<file path="config.mk">
export PLATFORM = sky130hd
export DESIGN_NAME = egress_pkt_counter_bank
export DESIGN_NICKNAME = d
export VERILOG_FILES = /design/src/rtl/ecb_pkg.sv /design/src/rtl/ecb_addr_decode.sv /design/src/rtl/ecb_filter.sv /design/src/rtl/ecb_counter_slot.sv /design/src/rtl/egress_pkt_counter_bank.sv
export SDC_FILE = /design/constraint.sdc
export NUM_CORES = 1
export LEC_CHECK = 0
export BUFFER_PORTS_ARGS = -buffer_cell sky130_fd_sc_hd__buf_2
export CORE_AREA = 2 2 307 309
export DETAILED_ROUTE_END_ITERATION = 12
export DIE_AREA = 0 0 309 311
export SLEW_MARGIN = 40
export SYNTH_ARGS = -nofsm -noshare
export SYNTH_HDL_FRONTEND = slang
export SYNTH_SLANG_ARGS = --single-unit
</file>
<file path="constraint.sdc">
create_clock -name clk -period 3.9 [get_ports clk]
set_input_delay 0 -clock clk [delete_from_list [all_inputs] [get_ports clk]]
set_output_delay 0 -clock clk [all_outputs]
set_load 0.02 [all_outputs]
</file>
<file path="src/rtl/ecb_pkg.sv">
package ecb_pkg;

  localparam int WORD_W  = 32;
  localparam int SRC_W   = 4;
  localparam int CHAN_W  = 5;
  localparam int QUEUE_W = 3;
  localparam int DSCP_W  = 5;

  // filter word bit positions (software-visible layout)
  localparam int BIT_EN        = 31;
  localparam int BIT_ANY_CHAN  = 30;
  localparam int BIT_ANY_QUEUE = 29;
  localparam int BIT_ANY_DSCP  = 28;
  localparam int SRC_LSB       = 24;
  localparam int DSCP_LSB      = 16;
  localparam int CHAN_LSB      = 3;
  localparam int QUEUE_LSB     = 0;

  typedef struct packed {
    logic                enable;
    logic                any_chan;
    logic                any_queue;
    logic                any_dscp;
    logic [SRC_W-1:0]    src;
    logic [DSCP_W-1:0]   dscp;
    logic [CHAN_W-1:0]   chan;
    logic [QUEUE_W-1:0]  queue;
  } cnt_cfg_t;

  typedef struct packed {
    logic [SRC_W-1:0]    src;
    logic [CHAN_W-1:0]   chan;
    logic [QUEUE_W-1:0]  queue;
    logic [DSCP_W-1:0]   dscp;
  } pkt_tag_t;

  function automatic cnt_cfg_t cfg_from_word(input logic [WORD_W-1:0] w);
    cnt_cfg_t c;
    c.enable    = w[BIT_EN];
    c.any_chan  = w[BIT_ANY_CHAN];
    c.any_queue = w[BIT_ANY_QUEUE];
    c.any_dscp  = w[BIT_ANY_DSCP];
    c.src       = w[SRC_LSB   +: SRC_W];
    c.dscp      = w[DSCP_LSB  +: DSCP_W];
    c.chan      = w[CHAN_LSB  +: CHAN_W];
    c.queue     = w[QUEUE_LSB +: QUEUE_W];
    return c;
  endfunction

  function automatic logic [WORD_W-1:0] cfg_to_word(input cnt_cfg_t c);
    logic [WORD_W-1:0] w;
    w                         = '0;
    w[BIT_EN]                 = c.enable;
    w[BIT_ANY_CHAN]           = c.any_chan;
    w[BIT_ANY_QUEUE]          = c.any_queue;
    w[BIT_ANY_DSCP]           = c.any_dscp;
    w[SRC_LSB   +: SRC_W]     = c.src;
    w[DSCP_LSB  +: DSCP_W]    = c.dscp;
    w[CHAN_LSB  +: CHAN_W]    = c.chan;
    w[QUEUE_LSB +: QUEUE_W]   = c.queue;
    return w;
  endfunction

endpackage

</file>
<file path="src/rtl/ecb_addr_decode.sv">
module ecb_addr_decode #(
  parameter int NUM_CNT   = 8,
  parameter int ADDR_W    = 12,
  parameter int BASE_ADDR = 'h400,
  parameter int IDX_W     = 3
) (
  input  logic [ADDR_W-1:0] addr,
  output logic              sel,
  output logic              is_val,
  output logic [IDX_W-1:0]  idx
);
  // each counter occupies an 8-byte pair: filter word, then count
  localparam int              SPAN = 8 * NUM_CNT;
  localparam logic [ADDR_W:0] LO   = (ADDR_W+1)'(BASE_ADDR);
  localparam logic [ADDR_W:0] HI   = (ADDR_W+1)'(BASE_ADDR + SPAN);

  logic [ADDR_W:0] a_ext;
  logic [ADDR_W:0] off;

  assign a_ext  = {1'b0, addr};
  assign off    = a_ext - LO;
  assign sel    = (a_ext >= LO) && (a_ext < HI) && (addr[1:0] == 2'b00);
  assign is_val = off[2];
  assign idx    = IDX_W'(off >> 3);

endmodule

</file>
<file path="src/rtl/ecb_filter.sv">
module ecb_filter
  import ecb_pkg::*;
(
  input  cnt_cfg_t cfg,
  input  pkt_tag_t tag,
  input  logic     fire,
  output logic     hit
);
  logic src_ok;
  logic chan_ok;
  logic queue_ok;
  logic dscp_ok;

  always_comb begin
    src_ok   = (cfg.src == tag.src);
    chan_ok  = cfg.any_chan  || (cfg.chan  == tag.chan);
    queue_ok = cfg.any_queue || (cfg.queue == tag.queue);
    dscp_ok  = cfg.any_dscp  || (cfg.dscp  == tag.dscp);
  end

  assign hit = fire & cfg.enable & src_ok & chan_ok & queue_ok & dscp_ok;

endmodule

</file>
<file path="src/rtl/ecb_counter_slot.sv">
module ecb_counter_slot
  import ecb_pkg::*;
#(
  parameter int CNT_W = 32
) (
  input  logic              clk,
  input  logic              rst_n,
  input  logic              cfg_we,
  input  logic              val_we,
  input  logic [WORD_W-1:0] wdata,
  input  logic              fire,
  input  pkt_tag_t          tag,
  output cnt_cfg_t          cfg_q,
  output logic [CNT_W-1:0]  val_q,
  output logic              hit
);

  ecb_filter u_filt (
    .cfg  (cfg_q),
    .tag  (tag),
    .fire (fire),
    .hit  (hit)
  );

  always_ff @(posedge clk or negedge rst_n) begin
    if (!rst_n) begin
      cfg_q <= '0;
    end else if (cfg_we) begin
      cfg_q <= cfg_from_word(wdata);
    end
  end

  // software write has priority over a same-cycle increment
  always_ff @(posedge clk or negedge rst_n) begin
    if (!rst_n) begin
      val_q <= '0;
    end else if (val_we) begin
      val_q <= CNT_W'(wdata);
    end else if (hit) begin
      val_q <= val_q + 1'b1;
    end
  end

endmodule

</file>
<file path="src/rtl/egress_pkt_counter_bank.sv">
module egress_pkt_counter_bank
  import ecb_pkg::*;
#(
  parameter int NUM_CNT   = 8,
  parameter int CNT_W     = 32,
  parameter int ADDR_W    = 12,
  parameter int BASE_ADDR = 'h400
) (
  input  logic              clk,
  input  logic              rst_n,
  input  logic              ev_valid,
  output logic              ev_ready,
  input  logic [3:0]        ev_src,
  input  logic [4:0]        ev_chan,
  input  logic [2:0]        ev_queue,
  input  logic [4:0]        ev_dscp,
  input  logic              reg_wr_en,
  input  logic              reg_rd_en,
  input  logic [ADDR_W-1:0] reg_addr,
  input  logic [31:0]       reg_wdata,
  output logic [31:0]       reg_rdata,
  output logic              reg_rvalid
);
  localparam int IDX_W = (NUM_CNT > 1) ? $clog2(NUM_CNT) : 1;

  logic ready_q;
  logic ev_fire;
  pkt_tag_t ev_tag;

  always_ff @(posedge clk or negedge rst_n) begin
    if (!rst_n) ready_q <= 1'b0;
    else        ready_q <= 1'b1;
  end

  assign ev_ready = ready_q;
  assign ev_fire  = ev_valid & ready_q;

  always_comb begin
    ev_tag.src   = ev_src;
    ev_tag.chan  = ev_chan;
    ev_tag.queue = ev_queue;
    ev_tag.dscp  = ev_dscp;
  end

  logic             a_sel;
  logic             a_is_val;
  logic [IDX_W-1:0] a_idx;

  ecb_addr_decode #(
    .NUM_CNT   (NUM_CNT),
    .ADDR_W    (ADDR_W),
    .BASE_ADDR (BASE_ADDR),
    .IDX_W     (IDX_W)
  ) u_dec (
    .addr   (reg_addr),
    .sel    (a_sel),
    .is_val (a_is_val),
    .idx    (a_idx)
  );

  logic [NUM_CNT-1:0]            cfg_we;
  logic [NUM_CNT-1:0]            val_we;
  logic [NUM_CNT-1:0]            hit_vec;
  logic [NUM_CNT-1:0]            en_vec;
  logic [NUM_CNT-1:0][CNT_W-1:0] val_all;
  cnt_cfg_t                      cfg_all [NUM_CNT];

  for (genvar g = 0; g < NUM_CNT; g++) begin : g_slot
    logic slot_sel;
    assign slot_sel  = a_sel && (a_idx == IDX_W'(g));
    assign cfg_we[g] = reg_wr_en && slot_sel && !a_is_val;
    assign val_we[g] = reg_wr_en && slot_sel &&  a_is_val;
    assign en_vec[g] = cfg_all[g].enable;

    ecb_counter_slot #(
      .CNT_W (CNT_W)
    ) u_slot (
      .clk    (clk),
      .rst_n  (rst_n),
      .cfg_we (cfg_we[g]),
      .val_we (val_we[g]),
      .wdata  (reg_wdata),
      .fire   (ev_fire),
      .tag    (ev_tag),
      .cfg_q  (cfg_all[g]),
      .val_q  (val_all[g]),
      .hit    (hit_vec[g])
    );
  end

  logic [WORD_W-1:0] rd_word;

  always_comb begin
    rd_word = '0;
    for (int i = 0; i < NUM_CNT; i++) begin
      if (a_sel && (a_idx == IDX_W'(i))) begin
        rd_word = a_is_val ? WORD_W'(val_all[i]) : cfg_to_word(cfg_all[i]);
      end
    end
  end

  always_ff @(posedge clk or negedge rst_n) begin
    if (!rst_n) begin
      reg_rvalid <= 1'b0;
      reg_rdata  <= '0;
    end else begin
      reg_rvalid <= reg_rd_en;
      reg_rdata  <= reg_rd_en ? rd_word : '0;
    end
  end

endmodule

</file>
==> results of run 1 <==
stage by stage:
| step | cell area [sq um] | hold slack, ns | cells | util |
|---|---|---|---|---|
| after floorplan | 28630 | -0.2956 | 3071 | - |
| after global placement | 30630 | 0.1251 | 4281 | 0.3302 |
| after detailed placement | 30700 | -0.06084 | 4282 | 0.3309 |
| after CTS | 33010 | 0.07243 | 4422 | 0.3558 |
| after global routing | 33040 | 0.1089 | 4422 | 0.3562 |
| final | 33060 | 0.1294 | 4429 | 0.3564 |
final cells by class:
class | instances | area share
antenna | 7 | 0.0005298
clock buffer | 74 | 0.04806
clock inverter | 30 | 0.01037
inverter | 77 | 0.008742
multi-input combinational | 2296 | 0.4864
sequential | 458 | 0.3467
tap | 1254 | 0.04746
timing repair buffer | 233 | 0.05181
cells by family (layout without fill, tap and decap cells):
| group | count (synthesis) | count (layout) | synth area share |
|---|---|---|---|
| buffers and inverters | 317 | 414 | 0.04348 |
| multiplexers | 360 | 360 | 0.1443 |
| adder cells (fa/ha/maj) | 8 | 8 | 0.003496 |
| AND/OR/NAND/NOR | 1116 | 1116 | 0.2045 |
| AO/OA/AOI/OAI | 594 | 594 | 0.1363 |
| other | 1 | 8 | 0.0001310 |
| flip-flops | 458 | 458 | 0.4003 |
| XOR/XNOR | 217 | 217 | 0.06743 |
where the power goes:
group,internal [mW],switching [mW]
Combinational,0.218,0.607
Clock,3.26,2.27
Sequential,4.78,0.0360
Total,8.26,2.91
worst min path at each step:
stage	startpoint	to	slack (ns)
floorplan	rst_n	ev_ready$_DFF_PN0_	-0.30
global placement	rst_n	reg_rdata[2]$_DFF_PN0_	0.13
detailed placement	rst_n	reg_rdata[0]$_DFF_PN0_	-0.06
CTS	reg_rd_en	reg_rvalid$_DFF_PN0_	0.07
global route	reg_rd_en	reg_rvalid$_DFF_PN0_	0.11
finish	reg_rd_en	reg_rvalid$_DFF_PN0_	0.13
cells in the mapped netlist, types with 8 or more instances:
| cell | instances |
|---|---|
| a41oi_1 | 14 |
| and4_1 | 17 |
| nor2_1 | 246 |
| nand4b_1 | 12 |
| dfrtp_1 | 458 |
| and3_1 | 42 |
| ha_1 | 8 |
| clkbuf_1 | 175 |
| and2_1 | 31 |
| nand3b_1 | 12 |
| a21o_1 | 8 |
| mux2_2 | 192 |
| a211o_1 | 19 |
| mux4_2 | 23 |
| or3_1 | 57 |
| nor4b_1 | 14 |
| mux2i_1 | 145 |
| xor2_1 | 53 |
| nand3_1 | 119 |
| a31oi_1 | 138 |
| a211oi_1 | 11 |
| a221oi_1 | 39 |
| a41o_1 | 8 |
| nand4_1 | 90 |
| buf_1 | 42 |
| xnor2_1 | 160 |
| o22ai_1 | 50 |
| o31a_1 | 11 |
| buf_2 | 11 |
| nor3_1 | 44 |
| a22oi_1 | 9 |
| o21ai_0 | 148 |
| nand2_1 | 231 |
| a21oi_1 | 51 |
| o31ai_1 | 35 |
| nor4_1 | 95 |
| inv_1 | 77 |
| or4_1 | 49 |
| nand2b_1 | 12 |
| o211ai_1 | 9 |
state kept, by name (all words and copies together), names as in the netlist:
register             count
g_slot.u_slot.val_q    256
g_slot.u_slot.cfg_q    168
reg_rdata               32
ev_ready                 1
reg_rvalid               1
per-layer routing:
metal,up-vias,GRT usage
met2,1496,0.3479
met3,284,0.05285
met4,2,0.1086
li1,11510,-
met5,-,0
met1,13110,0.3449
layout by cell type (no fill, tap or decap), types with 9 or more instances in the layout:
cell type and count:
a211o_1 19, a211oi_1 11, a21oi_1 51, a221oi_1 39, a22oi_1 9, a31oi_1 138
and2_1 31, and3_1 42, and4_1 17, buf_2 96, buf_4 93, clkbuf_16 56
clkbuf_8 13, clkinv_2 13, dfrtp_1 458, dlygate4sd3_1 35, inv_1 76, mux2_2 192
mux2i_1 145, mux4_2 23, nand2_1 231, nand2b_1 12, nand3_1 119, nand3b_1 12
nand4_1 90, nand4b_1 12, nor2_1 240, nor3_1 40, nor4_1 87, nor4_2 10
nor4b_1 12, o211ai_1 9, o21ai_0 148, o22ai_1 50, o31a_1 11, o31ai_1 35
or3_1 54, or4_1 49, xnor2_1 160, xor2_1 53
what timing repair did:
item                                   CTS  global route
resized for setup                        0             0
endpoints found under the hold margin  480             0
hold buffers                            36             0
==> out/metrics.cfg, run 1 <==
[timing]
worstMarginPinSlew_ns=0.9039
fin_worst_skew_ns=0.03847
max_freq_ghz=0.3321
setup_tns_ns=0
final.period_utilization=0.7721
max_slew_margin=0.3974
fin_ws_ns=0.8887
rsz0062_at_grt=no
setup_viol=0
hold_viol=0
finalMaxSlewViolations=0
min_period_ns=3.011

[clocking]
clk_pin_slew_worst_paths_ns=0.06
cts_tree=done
htreeDepth=2
cts_setup_buffers=0
numCtsBuffers=55
clockBufferDepth=3
cts.sinks=458
clockRootBuffer=clkbuf_16
clkLatencyLatePin_ns=0.64

[synthesis]
syn-instance-count=3071
yosysTopAreaCell=dfrtp_1
synth-warning-count=0
yosys_most_used_dff=dfrtp_1
synth_edf_count=0
ys_types=70
synth_seq_area_share=0.4003
netlist_area_sq_mm=0.02863
netlist_top_cells_area=dfrtp_1 (40%), mux2_2 (7.6%), mux2i_1 (5.1%)
synth_seq_cells=458
synthesis.nets=3145
syn_avg_cell_area_sq_um=9.323
post-synth-top-area-fraction=0.4003
synthArstFlopShare=1.000

[routing]
drtIter0Drc=3160
avgViaCountPerCell=5.961
drt-pass1-iter-count=8
ant_nets=0
top_layer=met5
met3WireLength_um=12570
vias=26400
wirelength_um=119000
drc=0
wl_per_cell_um=26.88
wl_met2_um=50060
wl_met1_um=50140

[setup_path]
r2r_cells=6
startpoint_type=flop
reg2reg_to=g_slot[5].u_slot.val_q[15]$_DFFE_PN0P_
crit_chain=and2_1, nand2_1, or4_1, or4_1, or4_1, a31oi_1
critPathBufInv=0
startpoint=ev_ready$_DFF_PN0_
critPathSlowestCell=or4_1
r2r_start=ev_ready$_DFF_PN0_
cp_max_fo=18
worstPathArrival_ns=3.57
critPathKind=reg -> reg
cpPeakStageDelay_ns=0.85
cp_top_family=simple AND/OR/NAND/NOR gates
path_depth=6
worstSetupEndpointType=flop
regToRegSetupSlack_ns=0.89
crit_top_cell=or4_1
required_ns=4.46
crit_end=g_slot[5].u_slot.val_q[15]$_DFFE_PN0P_

[floorplanning]
rows=112
die_x_um=309
initial_core_util=0.3086
core_area_sq_mm=0.09277
die_height_um=311
ioPinCount=100
dieArea_sq_mm=0.09610

[flow_run]
max_cap_viol_count=0

[layout]
multiInputGateArea_sq_mm=0.01608
fillers=9522
drive_above_1_share=0.1812
area_growth_pct=15.48
final_nets=3195
register_area_sq_mm=0.01146

[global_routing]
grt_pass1_vias=24130
grt_pass1_wl_um=172300
globalRouteTotalUtil=0.2420
grt_max_degree=79
antenna_found_initial=6
grt.overflow.total=0

[worst_hold_path]
hp-class=in -> reg
holdPathStages=2

[pwr]
peakVddDrop_mv=0.3394
p_per_area_mw_per_mm2=337.8
p_leak_nw=13.44
power.total_mw=11.17

[placed_design]
gp_congestion=0.9988
port_buffers=99
dp_hpwl_um=82350
dp_slack_ns=0.9178

[outcome]
status=completed

(Power assumes the default switching activity.)
==> run 2, diff against run 1 <==
Clock period 3.9 ns to 2.6 ns, I/O delays scaled along.
==> run 2 against run 1 <==
Against the previous run: maximum frequency up 18%; clock-buffer cell count up 6; global-route usage up 0.64 points; critical path type unchanged; largest cell class unchanged; largest power group unchanged.
==> out/metrics.cfg, run 2 (synthesized netlist as in run 1, its figures left out) <==
[outcome]
status=completed

[layout]
finalNonFillerCells=4601
final_common_cell=dfrtp_1
area_growth_pct=20.87
regMostFlops=g_slot.u_slot.val_q
final_cell_mix=dfrtp_1 (458), buf_4 (258), nor2_1 (240), nand2_1 (230), mux2_2 (192)
final_nets=3378
reg_top3=g_slot.u_slot.val_q: 256 flops, g_slot.u_slot.cfg_q: 168 flops, reg_rdata: 32 flops
drive_above_1_share=0.2259
final_core_util=0.3730
antenna_cells=0
largest_reg_flops=256

[timing]
fin_worst_skew_ns=0.03519
finalMaxSlewViolations=0
min_period_ns=2.554
rsz0062_at_grt=no
worstMarginPinSlew_ns=0.9125
final.period_utilization=0.9823
max_freq_ghz=0.3915
max_slew_margin=0.3898
holdWs_ns=0.1231
setup_viol=0
hold_viol=0

[floorplanning]
dieArea_sq_mm=0.09610
initial_core_util=0.3086
ioPinCount=100
die_height_um=311
rows=112
core_area_sq_mm=0.09277
die_x_um=309

[global_routing]
antenna_found_initial=6
grt_pass1_vias=25300
grt_pass1_wl_um=176600
grt.overflow.total=0
grt_max_degree=93
globalRouteTotalUtil=0.2484

[routing]
drc=0
drtIter0Drc=3128
wirelength_um=121500
drt-pass1-iter-count=6
avgViaCountPerCell=5.859
ant_nets=0
wl_per_cell_um=26.40
vias=26960

[clocking]
clockRootBuffer=clkbuf_16
htreeDepth=2
clkLatencyLatePin_ns=0.64
clk_pin_slew_worst_paths_ns=0.06
numCtsBuffers=52
cts_tree=done
cts.sinks=458
clockBufferDepth=3

[pwr]
power.total_mw=16.43
p_per_area_mw_per_mm2=474.9
peakVddDrop_mv=0.5803
p_leak_nw=14.44

[setup_path]
critPathKind=reg -> reg
worstPathArrival_ns=3.06
reg2reg_to=g_slot[5].u_slot.val_q[13]$_DFFE_PN0P_
r2r_start=ev_ready$_DFF_PN0_
startpoint=ev_ready$_DFF_PN0_
r2r_cells=9
startpoint_type=flop
required_ns=3.10
cp_max_fo=8
regToRegSetupSlack_ns=0.05
worstSetupEndpointType=flop
crit_end=g_slot[5].u_slot.val_q[13]$_DFFE_PN0P_

[placed_design]
dp_hpwl_um=87210
placed_cells=4466
port_buffers=99
gp_congestion=0.9662

[worst_hold_path]
hp-class=in -> async

[flow_run]
max_cap_viol_count=0

run 2: cell count changes in the layout (fill, tap and decap cells not counted), moves of 5 or more:
| cell | before | now |
|---|---|---|
| clkinvlp_4 | 5 | 0 |
| or4_4 | 0 | 7 |
| buf_12 | 5 | 26 |
| clkbuf_8 | 13 | 20 |
| buf_4 | 93 | 258 |
| diode_2 | 7 | 0 |
| or4_1 | 49 | 42 |
run 2: final cells by class:
class                           count  area [sq um]
Clock buffer                       80          1597
Clock inverter                     17         219.0
Fill cell                        9358         58160
Inverter                           77         289.0
Multi-Input combinational cell   2296         16120
Sequential cell                   458         11460
Tap cell                         1254          1569
Timing Repair Buffer              419          3349
run 2: worst min-delay path by stage:
| stage | startpoint | endpoint | slack (ns) | cells after the start |
|---|---|---|---|---|
| global placement | rst_n | reg_rdata[22]$_DFF_PN0_ | -0.02 | 1 |
| finish | rst_n | reg_rdata[22]$_DFF_PN0_ | 0.12 | 3 |
| global route | reg_rd_en | reg_rvalid$_DFF_PN0_ | 0.12 | 2 |
| floorplan | rst_n | ev_ready$_DFF_PN0_ | -0.30 | 0 |
| CTS | reg_rd_en | reg_rvalid$_DFF_PN0_ | 0.11 | 2 |
| detailed placement | rst_n | reg_rdata[22]$_DFF_PN0_ | -0.02 | 1 |
run 2: power breakdown:
part           internal (mW)  switching (mW)  leakage [nW]
clock network           4.63            3.31         0.905
registers               7.16          0.0504          6.16
logic                  0.384           0.900          7.37
run 2: critical path, stage by stage (launching register included):
cell	delay, ns
dfrtp_1	0.35
and2_4	0.15
buf_12	0.13
nand2_1	0.06
or4_4	0.52
buf_4	0.18
nor4_1	0.47
buf_4	0.22
a21oi_1	0.06
o31a_1	0.27
run 2: timing repair:
item,4_1_cts,5_1_grt
endpoints found under the hold margin,677,0
buffers inserted,0,2
resized for setup,5,12
endpoints found under the setup margin,19,38
gates cloned,0,0
pin swaps,0,2
hold buffers,36,0
run 2: metal layers:
metal  vias to the layer above  global-route usage  part of all wire
met5                         -                   0           0.00047
met4                         8              0.1123             0.052
met3                       297             0.06164              0.10
met2                      1451              0.3627              0.42
met1                     13340              0.3443              0.42
li1                      11860                   -                 -
run 2: per-stage QoR:
| stage | area, sq um | worst slack (ns) | setup TNS (ns) |
|---|---|---|---|
| 2_1_floorplan | 28700 | -0.06185 | -0.1290 |
| 3_3_place_gp | 32310 | -0.1586 | -2.115 |
| 3_5_place_dp | 32310 | -0.1751 | -2.247 |
| 4_1_cts | 34530 | 0.003415 | 0 |
| 5_1_grt | 34610 | 0.003396 | 0 |
| 6_report | 34610 | 0.04598 | 0 |
